[src/rtl/ts_cmp_pkg.sv]
package ts_cmp_pkg;
  localparam int TS_W    = 64;
  localparam int EVT_TW  = 4;
  localparam logic [EVT_TW-1:0] EVT_CMP = 4'h1;

  typedef enum logic [2:0] {
    A_CTRL   = 3'd0,
    A_STEP   = 3'd1,
    A_CMP_LO = 3'd2,
    A_CMP_HI = 3'd3,
    A_CNT_LO = 3'd4,
    A_CNT_HI = 3'd5,
    A_STAT   = 3'd6
  } reg_addr_e;

  typedef struct packed {
    logic [EVT_TW-1:0] kind;
    logic [TS_W-1:0]   ts;
  } evt_t;
endpackage

[src/rtl/ts_counter.sv]
module ts_counter #(
  parameter int TS_W   = 64,
  parameter int STEP_W = 32
) (
  input  logic              clk_i,
  input  logic              rst_ni,
  input  logic [STEP_W-1:0] step_i,
  input  logic              load_i,
  input  logic [TS_W-1:0]   load_val_i,
  output logic [TS_W-1:0]   cnt_o
);
  logic [TS_W-1:0] cnt_q;

  always_ff @(posedge clk_i or negedge rst_ni) begin
    if (!rst_ni)     cnt_q <= '0;
    else if (load_i) cnt_q <= load_val_i;
    else             cnt_q <= cnt_q + TS_W'(step_i);
  end

  assign cnt_o = cnt_q;
endmodule

[src/rtl/ts_compare.sv]
module ts_compare #(
  parameter int TS_W  = 64,
  parameter int PLS_W = 8
) (
  input  logic             clk_i,
  input  logic             rst_ni,
  input  logic             en_i,
  input  logic             inv_i,
  input  logic [PLS_W-1:0] len_i,
  input  logic [TS_W-1:0]  cnt_i,
  input  logic [TS_W-1:0]  cmp_val_i,
  output logic             match_o,
  output logic [PLS_W-1:0] remain_o,
  output logic             cmp_o
);
  logic [PLS_W-1:0] remain_q;
  logic             active;

  assign match_o = en_i && (cnt_i == cmp_val_i);

  always_ff @(posedge clk_i or negedge rst_ni) begin
    if (!rst_ni)              remain_q <= '0;
    else if (match_o)         remain_q <= len_i;
    else if (remain_q != '0)  remain_q <= remain_q - 1'b1;
  end

  assign active   = (remain_q != '0);
  assign remain_o = remain_q;
  // idle high, low pulse unless inverted
  assign cmp_o    = inv_i ? active : ~active;
endmodule

[src/rtl/ts_evt_fifo.sv]
module ts_evt_fifo #(
  parameter int DEPTH = 8,
  parameter int W     = 68,
  localparam int AW   = $clog2(DEPTH),
  localparam int CW   = AW + 1
) (
  input  logic          clk_i,
  input  logic          rst_ni,
  input  logic          push_i,
  input  logic [W-1:0]  data_i,
  input  logic          pop_i,
  output logic [W-1:0]  data_o,
  output logic [CW-1:0] count_o,
  output logic          empty_o,
  output logic          full_o
);
  logic [W-1:0]  mem_q [DEPTH];
  logic [AW-1:0] wr_q, rd_q;
  logic [CW-1:0] cnt_q;
  logic          do_push, do_pop;

  assign empty_o = (cnt_q == '0);
  assign full_o  = (cnt_q == CW'(DEPTH));
  assign do_push = push_i && !full_o;   // new entry dropped when full
  assign do_pop  = pop_i && !empty_o;

  always_ff @(posedge clk_i or negedge rst_ni) begin
    if (!rst_ni) begin
      wr_q  <= '0;
      rd_q  <= '0;
      cnt_q <= '0;
    end else begin
      if (do_push) wr_q <= (wr_q == AW'(DEPTH-1)) ? '0 : wr_q + 1'b1;
      if (do_pop)  rd_q <= (rd_q == AW'(DEPTH-1)) ? '0 : rd_q + 1'b1;
      case ({do_push, do_pop})
        2'b10:   cnt_q <= cnt_q + 1'b1;
        2'b01:   cnt_q <= cnt_q - 1'b1;
        default: cnt_q <= cnt_q;
      endcase
    end
  end

  for (genvar g = 0; g < DEPTH; g++) begin : g_slot
    always_ff @(posedge clk_i or negedge rst_ni) begin
      if (!rst_ni)                            mem_q[g] <= '0;
      else if (do_push && wr_q == AW'(g))     mem_q[g] <= data_i;
    end
  end

  assign data_o  = mem_q[rd_q];
  assign count_o = cnt_q;
endmodule

[src/rtl/ts_cmp_top.sv]
module ts_cmp_top
  import ts_cmp_pkg::*;
#(
  parameter int STEP_W    = 32,
  parameter int PLS_W     = 8,
  parameter int EVT_DEPTH = 8,
  localparam int CW       = $clog2(EVT_DEPTH) + 1
) (
  input  logic              clk_i,
  input  logic              rst_ni,
  input  logic              reg_we_i,
  input  logic [2:0]        reg_addr_i,
  input  logic [31:0]       reg_wdata_i,
  output logic [31:0]       reg_rdata_o,
  output logic [63:0]       cnt_o,
  output logic              cmp_o,
  input  logic              evt_rd_i,
  output logic              evt_valid_o,
  output logic [3:0]        evt_type_o,
  output logic [63:0]       evt_ts_o
);
  logic              cmp_en_q, inv_q;
  logic [PLS_W-1:0]  len_q;
  logic [STEP_W-1:0] step_q;
  logic [TS_W-1:0]   cmp_val_q;
  logic [31:0]       lo_stage_q;
  logic [TS_W-1:0]   cnt;
  logic              load_fire;
  logic [TS_W-1:0]   load_val;
  logic              match;
  logic [PLS_W-1:0]  remain;
  logic [CW-1:0]     fcount;
  logic              fempty, ffull, pop_fire;
  evt_t              push_evt, head_evt;

  logic              wr_ctrl, wr_step;
  logic [PLS_W-1:0]  len_wr;
  logic [STEP_W-1:0] step_wr;

  assign wr_ctrl   = reg_we_i && (reg_addr_i == A_CTRL);
  assign wr_step   = reg_we_i && (reg_addr_i == A_STEP);
  assign load_fire = reg_we_i && (reg_addr_i == A_CNT_HI);
  assign load_val  = {reg_wdata_i, lo_stage_q};
  assign len_wr    = reg_wdata_i[8 +: PLS_W];
  assign step_wr   = reg_wdata_i[STEP_W-1:0];

  always_ff @(posedge clk_i or negedge rst_ni) begin
    if (!rst_ni) begin
      cmp_en_q   <= 1'b0;
      inv_q      <= 1'b0;
      len_q      <= PLS_W'(1);
      step_q     <= STEP_W'(1);
      cmp_val_q  <= '0;
      lo_stage_q <= '0;
    end else if (reg_we_i) begin
      case (reg_addr_i)
        A_CTRL: begin
          cmp_en_q <= reg_wdata_i[0];
          inv_q    <= reg_wdata_i[1];
          len_q    <= (len_wr == '0) ? PLS_W'(1) : len_wr;
        end
        A_STEP:   step_q <= (step_wr == '0) ? STEP_W'(1) : step_wr;
        A_CMP_LO: cmp_val_q[31:0]  <= reg_wdata_i;
        A_CMP_HI: cmp_val_q[63:32] <= reg_wdata_i;
        A_CNT_LO: lo_stage_q <= reg_wdata_i;
        default: ;
      endcase
    end
  end

  always_comb begin
    reg_rdata_o = '0;
    case (reg_addr_i)
      A_CTRL: begin
        reg_rdata_o[0]          = cmp_en_q;
        reg_rdata_o[1]          = inv_q;
        reg_rdata_o[8 +: PLS_W] = len_q;
      end
      A_STEP:   reg_rdata_o = 32'(step_q);
      A_CMP_LO: reg_rdata_o = cmp_val_q[31:0];
      A_CMP_HI: reg_rdata_o = cmp_val_q[63:32];
      A_CNT_LO: reg_rdata_o = cnt[31:0];
      A_CNT_HI: reg_rdata_o = cnt[63:32];
      A_STAT: begin
        reg_rdata_o[0]       = !fempty;
        reg_rdata_o[1]       = ffull;
        reg_rdata_o[8 +: CW] = fcount;
      end
      default: ;
    endcase
  end

  ts_counter #(.TS_W(TS_W), .STEP_W(STEP_W)) u_cnt (
    .clk_i, .rst_ni,
    .step_i     (step_q),
    .load_i     (load_fire),
    .load_val_i (load_val),
    .cnt_o      (cnt)
  );

  ts_compare #(.TS_W(TS_W), .PLS_W(PLS_W)) u_cmp (
    .clk_i, .rst_ni,
    .en_i      (cmp_en_q),
    .inv_i     (inv_q),
    .len_i     (len_q),
    .cnt_i     (cnt),
    .cmp_val_i (cmp_val_q),
    .match_o   (match),
    .remain_o  (remain),
    .cmp_o     (cmp_o)
  );

  assign push_evt = '{kind: EVT_CMP, ts: cnt};
  assign pop_fire = evt_rd_i && !fempty;

  ts_evt_fifo #(.DEPTH(EVT_DEPTH), .W($bits(evt_t))) u_fifo (
    .clk_i, .rst_ni,
    .push_i  (match),
    .data_i  (push_evt),
    .pop_i   (evt_rd_i),
    .data_o  (head_evt),
    .count_o (fcount),
    .empty_o (fempty),
    .full_o  (ffull)
  );

  assign cnt_o       = cnt;
  assign evt_valid_o = !fempty;
  assign evt_type_o  = head_evt.kind;
  assign evt_ts_o    = head_evt.ts;
endmodule

[config.mk]
export PLATFORM = sky130hd
export DESIGN_NAME = ts_cmp_top
export DESIGN_NICKNAME = d
export VERILOG_FILES = /design/src/rtl/ts_cmp_pkg.sv /design/src/rtl/ts_counter.sv /design/src/rtl/ts_compare.sv /design/src/rtl/ts_evt_fifo.sv /design/src/rtl/ts_cmp_top.sv
export SDC_FILE = /design/constraint.sdc
export NUM_CORES = 1
export LEC_CHECK = 0
export ABC_CLOCK_PERIOD_IN_PS = 9500
export BUFFER_PORTS_ARGS = -buffer_cell sky130_fd_sc_hd__buf_2
export CAP_MARGIN = 40
export CORE_UTILIZATION = 49
export CTS_BUF_LIST = sky130_fd_sc_hd__clkbuf_16
export DETAILED_ROUTE_END_ITERATION = 10
export PLACE_DENSITY = 0.66
export REMOVE_ABC_BUFFERS = 1
export SETUP_SLACK_MARGIN = 0.2
export SLEW_MARGIN = 20
export SYNTH_ARGS = -nofsm -noshare
export SYNTH_HDL_FRONTEND = slang
export SYNTH_SLANG_ARGS = --single-unit
[constraint.sdc]
create_clock -name clk_i -period 9.5 [get_ports clk_i]
set_input_delay 1.425 -clock clk_i [delete_from_list [all_inputs] [get_ports clk_i]]
set_output_delay 1.425 -clock clk_i [all_outputs]
set_load 0.02 [all_outputs]
==> flow_summary.toml <==
[run_status]
status = "complete, no violations"

[worst_setup_path]
end_kind = "primary output"
cp_max_fo = 33
required_ps = 8080
critPathLaunchType = "flip-flop"
arrival_ps = 3670
criticalPathCategory = "flip-flop to primary output"

[logic_synthesis]
ys_ff_latch = 740
ys_warn_count = 0
synth_top_family_by_area = "multiplexers"
synthArstFlopShare = 1.00
synth_area_per_cell_um2 = 13.8
synth_top_cell_area_share = 0.488
synthTopCellsByCount = "738 x dfrtp_1, 481 x mux2_2, 245 x mux2_4, 133 x mux4_2, 131 x clkbuf_1"
synth_compound_area_frac = 0.0509
synth-simple-area-share = 0.0539
synthMuxAreaShare = 0.330
synth_edf_count = 0
yosys_most_used_dff = "dfrtp_1"
synth_area_leaders = "dfrtp_1 49%, mux2_2 14%, mux2_4 9.7%"
synth_most_common_cell = "dfrtp_1"
synth_fa_ha_area_frac = 0.0154
ys_types = 73
syn_inst = 2738
synth_xor_area_frac = 0.0242
ys_seq_area_frac = 0.489
synth_area_um2 = 37800
yosysTopAreaCell = "dfrtp_1"

[final_layout]
nFillCells = 6158
final_area_um2 = 42300
syn_to_final_growth_pct = 11.7
stdcell_count = 3941
layout.nets = 2933
layout-drive-gt1-share = 0.431

[power]
p_per_area_nw_per_um2 = 239
p_leak_nw = 20.7
vdd_ir_drop_max_uv = 135

[cts]
insertion_delay_ps = 630
cts.sinks = 740
cts_resized = 0
htreeDepth = 3
cts_tree = "done"
clockRootBuffer = "clkbuf_16"
path_clk_slew_ps = 60
cts.path.max_buffers = 3
cts_made_buffers = 82
post-cts-setup-buffers = 0
postCtsHoldBufs = 0

[drt]
wl_per_cell_um = 27.2
drt_iter0_markers = 1767
via_per_inst = 6.08
firstDrtPassIters = 8
route.detailed.drc = 0
antenna_left = 0
totalWireLength_um = 107000
num_vias = 24000

[timing]
fin_crit_ps = 5090
skew_ps = 20.6
slew_viol_final = 0
fin_crit_sh = 0.536
tightest_slew_ps = 993
fmax_mhz = 196
setup-tns-final_ps = 0
hold_viol_final = 0
slew_headroom = 0.338
finalSetupViolations = 0
rsz0062_at_grt = "false"
worst_hold_slack_ps = 462

[place]
place_congestion = 0.938
hpwlAfterDp_um = 71000
dp.cells = 3788
port_buffers = 201
placed_cell_area_um2 = 39500

[floorplanning]
core-area_um2 = 76200
start_util = 0.497
ios = 205
die_w_um = 280
die_y_um = 280
dieArea_um2 = 78300
fp-row-count = 101

[grt]
grt_pass1_wl_um = 163000
overflow = 0
grt_pass1_vias = 25400
grt_max_degree = 184
grt_antenna_before_repair = 7
grt_usage = 0.278

[min_path]
hold_path.class = "flip-flop to flip-flop"

[flow_run]
max-cap-violations = 0
==> final timing paths <==
check,startpoint,end,slack [ps],cells past startpoint
worst min-delay path,u_fifo.mem_q[200],u_fifo.mem_q[200],460,1
worst max register to register,u_cnt.cnt_o[54],u_fifo.mem_q[375],4820,8
worst max-delay path,u_fifo.rd_q[0],evt_ts_o[27],4410,6
max in group asynchronous,rst_ni,u_fifo.rd_q[1],7200,2
worst min register to register,u_fifo.mem_q[200],u_fifo.mem_q[200],460,1
min in group asynchronous,rst_ni,u_fifo.mem_q[261],800,1
==> per-layer routing <==
metal | wire, µm | vias to the layer above | track usage
met5 | 52 | - | 0
met4 | 3170 | 10 | 0.0949
met3 | 6470 | 174 | 0.0476
met2 | 51100 | 782 | 0.443
met1 | 46400 | 12700 | 0.385
li1 | - | 10200 | -
==> power breakdown <==
part | internal [W] | total (W) | switching (W)
clock network | 0.00180 | 0.00309 | 0.00129
registers | 0.00341 | 0.00413 | 0.000724
logic | 0.00116 | 0.00287 | 0.00172
==> layout by cell type, fill, tap and decap left out, types with 38 or more instances in the layout <==
| cell | instances |
|---|---|
| mux2_4 | 245 |
| o21ai_0 | 83 |
| nand2b_1 | 39 |
| clkbuf_16 | 85 |
| buf_2 | 200 |
| xnor2_1 | 48 |
| dfrtp_1 | 735 |
| nor2_1 | 85 |
| xor2_1 | 53 |
| nand2_1 | 108 |
| mux2_2 | 481 |
| mux2i_1 | 38 |
| inv_1 | 54 |
| mux4_2 | 133 |
| a21oi_1 | 71 |
| ha_1 | 45 |
==> per-stage QoR <==
stage / util / total power (W) / worst slack (ps)
floorplan: - / 0.00580 / 2040
global placement: 0.516 / 0.00693 / 4170
detailed placement: 0.519 / 0.00703 / 4190
CTS: 0.553 / 0.0101 / 4190
global route: 0.555 / 0.0105 / 4180
finish: 0.555 / 0.0101 / 4410
==> logic make-up after synthesis <==
kind of cell / count (synthesis)
muxes: 897
other: 1
AOI/OAI and AO/OA: 295
buffers and inverters: 259
DFF: 740
xor gates and xnor gates: 103
and+or+nand+nor: 397
adders and majority gates: 46
==> state kept, by name, indices dropped and copies added, names as in the netlist <==
signal and flops:
cmp_en_q 1, u_fifo.rd_q 3, u_cmp.remain_o 8, u_fifo.count_o 4, u_fifo.wr_q 3, cmp_val_q 64
u_fifo.mem_q 520, len_q 8, step_q 32, lo_stage_q 32, u_cnt.cnt_o 64, inv_q 1
==> worst max-delay path, stage by stage, from the launching register on <==
cell and delay, ps:
dfrtp_4 610, buf_4 640, buf_4 390, buf_16 280, mux4_2 550, mux2_2 310
buf_2 170
==> layout make-up <==
type	count	area (µm²)	share of cell area
flip-flops and latches	740	18500	0.438
multi-input cells	1741	18000	0.427
clock buffers	85	2130	0.0503
repair buffers	252	1710	0.0404
well taps	1030	1290	0.0305
clock inverters	60	445	0.0105
inverters	31	116	0.00275
diodes	2	5.00	0.000118
Note: power is estimated with default switching activity, not from simulation.
